$ cat config.mk
export PLATFORM = sky130hd
export DESIGN_NAME = lane_walk_tracker
export DESIGN_NICKNAME = d
export VERILOG_FILES = /design/src/rtl/link_chk_pkg.sv /design/src/rtl/lane_walk_tracker.sv
export SDC_FILE = /design/constraint.sdc
export NUM_CORES = 1
export LEC_CHECK = 0
export BUFFER_PORTS_ARGS = -buffer_cell sky130_fd_sc_hd__buf_2
export CAP_MARGIN = 15
export CORE_AREA = 4 4 51 53
export CTS_CLUSTER_SIZE = 12
export DETAILED_ROUTE_END_ITERATION = 8
export DIE_AREA = 0 0 55 57
export HOLD_SLACK_MARGIN = 0.08
export PLACE_DENSITY_LB_ADDON = 0.25
export SLEW_MARGIN = 5
export SYNTH_ARGS = -nofsm -noshare
export SYNTH_HDL_FRONTEND = slang
export SYNTH_SLANG_ARGS = --single-unit
$ cat constraint.sdc
create_clock -name clk -period 1.8 [get_ports clk]
set_input_delay 0.27 -clock clk [delete_from_list [all_inputs] [get_ports clk]]
set_output_delay 0.27 -clock clk [all_outputs]
set_load 0.02 [all_outputs]
$ cat src/rtl/link_chk_pkg.sv
package link_chk_pkg;

  localparam int LFSR_W = 12;
  localparam logic [LFSR_W-1:0] LFSR_SEED = '1;

  typedef enum logic [2:0] {
    W_IDLE,
    W_SEEK,
    W_EDGE,
    W_RUN,
    W_DONE
  } walk_state_e;

  typedef enum logic [1:0] {
    R_IDLE,
    R_ZERO,
    R_EDGE,
    R_RUN
  } rand_state_e;

  // Taps for 1 + x^3 + x^5 + x^11, shifted toward the MSB output
  function automatic logic [LFSR_W-1:0] lfsr_next(input logic [LFSR_W-1:0] s);
    return {s[LFSR_W-2:0], s[10] ^ s[4] ^ s[2]};
  endfunction

endpackage

$ cat src/rtl/lane_walk_tracker.sv
module lane_walk_tracker
  import link_chk_pkg::*;
#(
  parameter int NUM_LANES = 48,
  parameter int DWELL     = 16
) (
  input  logic                         clk,
  input  logic                         rst_n,
  input  logic                         enable,
  input  logic                         walk_level,
  input  logic                         rx_lane0,
  output logic                         strobe,
  output logic [$clog2(NUM_LANES)-1:0] lane_idx,
  output logic                         done
);

  localparam int LANE_W = $clog2(NUM_LANES);
  localparam int CNT_W  = $clog2(DWELL);
  localparam logic [LANE_W-1:0] LAST_LANE = LANE_W'(NUM_LANES - 1);
  localparam logic [CNT_W-1:0]  HALF_LD   = CNT_W'(DWELL / 2 - 1);
  localparam logic [CNT_W-1:0]  FULL_LD   = CNT_W'(DWELL - 1);

  walk_state_e             state_q, state_d;
  logic [CNT_W-1:0]        cnt_q, cnt_d;
  logic [LANE_W-1:0]       lane_q, lane_d;
  logic                    strobe_c;

  // next-state
  always_comb begin
    state_d  = state_q;
    cnt_d    = cnt_q;
    lane_d   = lane_q;
    strobe_c = 1'b0;
    case (state_q)
      W_IDLE: if (enable) state_d = W_SEEK;
      W_SEEK: if (rx_lane0 == ~walk_level) state_d = W_EDGE;
      W_EDGE: begin
        if (rx_lane0 == walk_level) begin
          state_d = W_RUN;
          cnt_d   = HALF_LD;
          lane_d  = '0;
        end
      end
      W_RUN: begin
        if (cnt_q == '0) begin
          strobe_c = 1'b1;
          cnt_d    = FULL_LD;
          if (lane_q == LAST_LANE) state_d = W_DONE;
          else                     lane_d  = lane_q + 1'b1;
        end else begin
          cnt_d = cnt_q - 1'b1;
        end
      end
      W_DONE:  state_d = W_DONE;
      default: state_d = W_IDLE;
    endcase
    if (!enable) state_d = W_IDLE;
  end

  // registers
  always_ff @(posedge clk or negedge rst_n) begin
    if (!rst_n) begin
      state_q <= W_IDLE;
      cnt_q   <= '0;
      lane_q  <= '0;
    end else begin
      state_q <= state_d;
      cnt_q   <= cnt_d;
      lane_q  <= lane_d;
    end
  end

  assign strobe   = strobe_c & enable;
  assign lane_idx = lane_q;
  assign done     = (state_q == W_DONE);

  // lane pointer never runs past the last channel
  a_r4_lane_bound: assert property (@(posedge clk) disable iff (!rst_n)
    lane_q <= LAST_LANE);

  // completion holds while the test stays enabled
  a_r6_done_hold: assert property (@(posedge clk) disable iff (!rst_n)
    (state_q == W_DONE && enable) |=> (state_q == W_DONE));

  // run state is only entered from the edge wait
  a_r3_run_entry: assert property (@(posedge clk) disable iff (!rst_n)
    (state_q == W_RUN) |-> ($past(state_q) == W_RUN || $past(state_q) == W_EDGE));

endmodule

== Yosys cells after proc, flatten, opt, wreduce, memory -nomap -nowiden ==
Cells that the tools add are included.

* Word-level logic and storage cells: 42
* Bits in registers: 13
* Input port bits: 5

* Bitwise logic cells: 2
* Add/subtract/negate cells: 2
* Equal/unequal tests: 14
* Multiplexer cells: 15
* Reduce and logical (&&, ||, !) cells: 6

{| class="wikitable"
|+ Operator list
! kind !! count
|-
| 2-to-1 mux 6 bit || 3
|-
| 2-to-1 mux 3 bit || 5
|-
| one-hot mux 3 bit (5 select lines) || 1
|-
| != test 3 bit (second input constant) || 4
|-
| one-hot mux 6 bit (2 select lines) || 1
|-
| 2-to-1 mux 4 bit || 2
|-
| one-hot mux 4 bit (2 select lines) || 1
|-
| AND reduction 4 bit || 2
|-
| adder 6 x 1 -> 6 bit (second input constant) || 1
|-
| == test 3 x 2 -> 1 bit (second input constant) || 2
|-
| == test 6 bit (second input constant) || 1
|-
| != test 2 bit (second input constant) || 3
|-
| logical NOT 4 bit || 1
|-
| subtractor 4 x 1 -> 4 bit (second input constant) || 1
|-
| == test 3 x 1 -> 1 bit (second input constant) || 1
|-
| == test 3 bit (second input constant) || 1
|-
| logical NOT 3 bit || 1
|-
| == test 1 bit || 2
|-
| 2-to-1 mux 1 bit || 2
|-
| AND reduction 2 bit || 1
|-
| nonzero test 2 bit || 1
|-
| bitwise AND 1 bit || 1
|-
| NOT 1 bit || 1
|}

== Depth between registers and ports, before layout ==
* Depth in word-level cells: 5
* Mapped depth: 6
* Mapped depth without buffers: 6

== Worst setup path before layout ==
OpenSTA, ideal clock, no wires.

* Path kind: reg2reg
* From: register lane_q[1] (netlist: lane_idx[1])
* To: register lane_q[3] (netlist: lane_idx[3])
* Period minus slack after synthesis: 1.595 ns
* Library setup time: 0.121 ns
* Path buffers: 1
* Cell stages (with the launch flop): 7
* Data arrival time: 1.474 ns
* Data required time: 1.679 ns
* Path slack: 0.205 ns
* Cells stage by stage: dfrtp_1 ha_1 nand3_1 or2_1 buf_6 and3_1 o22a_1

* Longest elaborated chain between the ends: 4
* Elaborated cells on any way between the ends: 7

{| class="wikitable"
|+ RTL lines
! element !! line !! source
|-
| start, declared || lane_walk_tracker.sv:25 || <nowiki>logic [LANE_W-1:0] lane_q, lane_d;</nowiki>
|-
| start signal, assigned || lane_walk_tracker.sv:69 || <nowiki>lane_q <= lane_d;</nowiki>
|-
| adder 6 x 1 -> 6 bit || lane_walk_tracker.sv:49 || <nowiki>else lane_d = lane_q + 1'b1;</nowiki>
|-
| 2-to-1 mux 6 bit || lane_walk_tracker.sv:48 || <nowiki>if (lane_q == LAST_LANE) state_d = W_DONE;</nowiki>
|-
| 2-to-1 mux 6 bit || lane_walk_tracker.sv:45 || <nowiki>if (cnt_q == '0) begin</nowiki>
|-
| one-hot mux 6 bit (2 select lines) || lane_walk_tracker.sv:34 || <nowiki>case (state_q)</nowiki>
|}

Parallel ways exist; a longest one is shown, timed or not. The select of a mux whose other input is x is not followed.
A chain may end at the register's enable or synchronous reset.

== Worst setup path in the final report ==
* From: register cnt_q[0]
* To: output port strobe

* Longest elaborated chain between the ends: 4

{| class="wikitable"
|+ RTL lines
! element !! line !! source
|-
| start, declared || lane_walk_tracker.sv:24 || <nowiki>logic [CNT_W-1:0] cnt_q, cnt_d;</nowiki>
|-
| start signal, assigned || lane_walk_tracker.sv:68 || <nowiki>cnt_q <= cnt_d;</nowiki>
|-
| logical NOT 4 bit || lane_walk_tracker.sv:45 ||
|-
| 2-to-1 mux 1 bit || lane_walk_tracker.sv:45 ||
|-
| 2-to-1 mux 1 bit || lane_walk_tracker.sv:34 ||
|-
| bitwise AND 1 bit || lane_walk_tracker.sv:73 || <nowiki>assign strobe = strobe_c & enable;</nowiki>
|-
| end, declared || lane_walk_tracker.sv:12 || <nowiki>output logic strobe,</nowiki>
|}

No other way between the ends.

==> flow_metrics.tcl <==
set metrics [dict create \
    status "complete, no violations" \
    cts-root-buf "clkbuf_4" \
    dp_hpwl_mm 1.20 \
    n_fill_cell 209 \
    synth_async_sr_flop_share 1.00 \
    globalplace.congestion 0.771 \
    grt_usage 0.132 \
    layout.nets 109 \
    area_growth_pct 18.0 \
    grt_overflow_total 0 \
    grt_pass1_wl_mm 2.96 \
    setup_tns_ns 0 \
    synthTopCellsByArea "dfrtp_1, a21oi_1, o21ai_0" \
    chipWidth_um 55 \
    routed-via-count 687 \
    grt_antenna_before_repair 0 \
    fin_crit_sh 0.934 \
    hold_violations 0 \
    critPathArrivalTime_ns 1.41 \
    max-vdd-ir-drop_mv 0.485 \
    portBuffers 12 \
    synth_cell_type_count 38 \
    drc 0 \
    final_util 0.432 \
    dr.pass1.iters 4 \
    fin_worst_skew_ns 0.00733 \
    layout_common_cells "dfrtp_1, buf_2, o21ai_0, a21oi_1, nand2_1" \
    synth_top_area_share 0.414 \
    diodes 0 \
    required_ns 1.53 \
    routed_wl_mm 1.68 \
    crit_fanout 5 \
    max_freq_ghz 0.595 \
    numCtsBuffers 3 \
    clk_latency_ns 0.28 \
    final_common_cell "dfrtp_1" \
    worst_slew_pin_slew_ns 0.437 \
    syn_nets 92 \
    avgSynthCellArea_um2 9.24 \
    dp.cells 123 \
    power_density_nw_per_um2 951 \
    grt_setup_unrepaired "no" \
    synth-edff-count 0 \
    synth_largest_area_cell "dfrtp_1" \
    postRouteAntennaNets 0 \
    dieHeight_um 57 \
    end_kind "primary output" \
    core_um2 2150 \
    fin_crit_ns 1.68 \
    worstSetupPathType "flop to primary output" \
    grt_max_degree 14 \
    final_cells 129 \
    leakagePower_nw 0.414 \
    slew-limit-headroom 0.707 \
    synth_warnings 0 \
    cts_num_sinks 13 \
    clockBufferDepth 2 \
    tritoncts "built" \
    cap_violations 0 \
    clk_pin_slew_worst_paths_ns 0.08 \
    crit_path_start_kind "flop" \
    cts_max_level 1 \
    worst_hold_path_type "primary input to flop" \
    layout-drive-gt1-share 0.248 \
    ios 13 \
    place_area_um2 867 \
    slew_viol_final 0 \
    ys_seq_area_frac 0.414 \
    initial_core_util 0.366 \
    vias_per_cell 5.33 \
    core.rowCount 17 \
    regArea_um2 325 \
    wl_per_cell_um 13.0 \
    synth_area_um2 786 \
    synth_ff_type "dfrtp_1" \
    postLayoutCellArea_um2 927 \
    setup_viol 0 \
    multi_input_area_um2 423 \
    grt_pass1_vias 652 \
    die_area_um2 3140 \
    ys_ff_latch 13 \
    synth_cells 85 \
    drtIter0Drc 8 \
]
[synthesized netlist by cell type (all sizes together) (3+ instances only)]
master	instances
o21ai	8
buf	4
nor2	3
nand2	5
nand2b	3
a21oi	7
inv	6
nand4	3
dfrtp	13
and3	4
[metrics by stage]
step	hold slack, ns	total power [W]	worst slack [ns]
6_report	0.245	0.000882	0.119
5_1_grt	0.237	0.000954	0.0124
4_1_cts	0.237	0.000865	0.000301
3_5_place_dp	0.182	0.000667	0.117
3_3_place_gp	0.178	0.000660	0.175
2_1_floorplan	-0.0256	0.000598	0.205
[timing repair]
| item | 4_1_cts | 5_1_grt |
|---|---|---|
| endpoints found under the setup margin | 1 | 1 |
| pin swaps | 1 | 0 |
| buffers inserted | 1 | 0 |
| resized for setup | 1 | 5 |
| hold buffers | 1 | 0 |
| hold endpoints to repair | 13 | 0 |
| cloned | 0 | 0 |
[layout make-up]
type,count,area share
flip-flops and latches,13,0.351
clock buffers,4,0.0283
repair buffers,16,0.103
multi-input cells,62,0.456
inverters,6,0.0243
well taps,28,0.0378
[worst max-delay path: stages, from the launching register on]
cell	delay [ns]
dfrtp_1	0.39
inv_2	0.10
ha_4	0.16
nor3b_4	0.19
and3_1	0.17
buf_4	0.13
[where the power goes]
part	leakage (nW)	total (W)	switching, W	internal, W
registers	0.167	0.000426	0.0000770	0.000349
logic	0.232	0.000269	0.000148	0.000121
clock network	0.0150	0.000187	0.000101	0.0000861
[flip-flops by register name, summed over array words and instances, names as in the netlist]
register,cells
lane_idx,6
state_q,3
cnt_q,4
[layer usage]
| layer | GRT usage | vias up | wire (um) |
|---|---|---|---|
| met5 | 0 | - | 0 |
| met4 | 0.0521 | 0 | 19 |
| met3 | 0.0548 | 2 | 81 |
| met2 | 0.181 | 13 | 736 |
| met1 | 0.183 | 328 | 846 |
| li1 | - | 344 | - |
[logic make-up (layout without fill, tap and decap cells)]
kind of cell             Yosys count  in the layout  share of synthesized area
AO/OA/AOI/OAI                     27             27                      0.210
XOR/XNOR                           2              2                     0.0223
adder cells (fa/ha/maj)            3              3                     0.0446
buffers and inverters             10             26                     0.0653
flip-flops                        13             13                      0.414
multiplexers                       1              1                     0.0127
AND/OR/NAND/NOR                   29             29                      0.231
[final timing paths]
check	depth (start not counted)	end	startpoint	slack (ns)
setup / recovery	5	strobe	cnt_q[0]$_DFFE_PN0P_	0.12
hold / removal	2	state_q[2]$_DFFE_PN0P_	enable	0.25
setup reg to reg	5	lane_idx[3]$_DFFE_PN0P_	lane_idx[1]$_DFFE_PN0P_	0.23
hold reg to reg	1	lane_idx[4]$_DFFE_PN0P_	lane_idx[5]$_DFFE_PN0P_	0.52
max in group asynchronous	2	state_q[2]$_DFFE_PN0P_	rst_n	1.15
min in group asynchronous	2	lane_idx[1]$_DFFE_PN0P_	rst_n	0.40
Power figures use the tool's default switching activity.
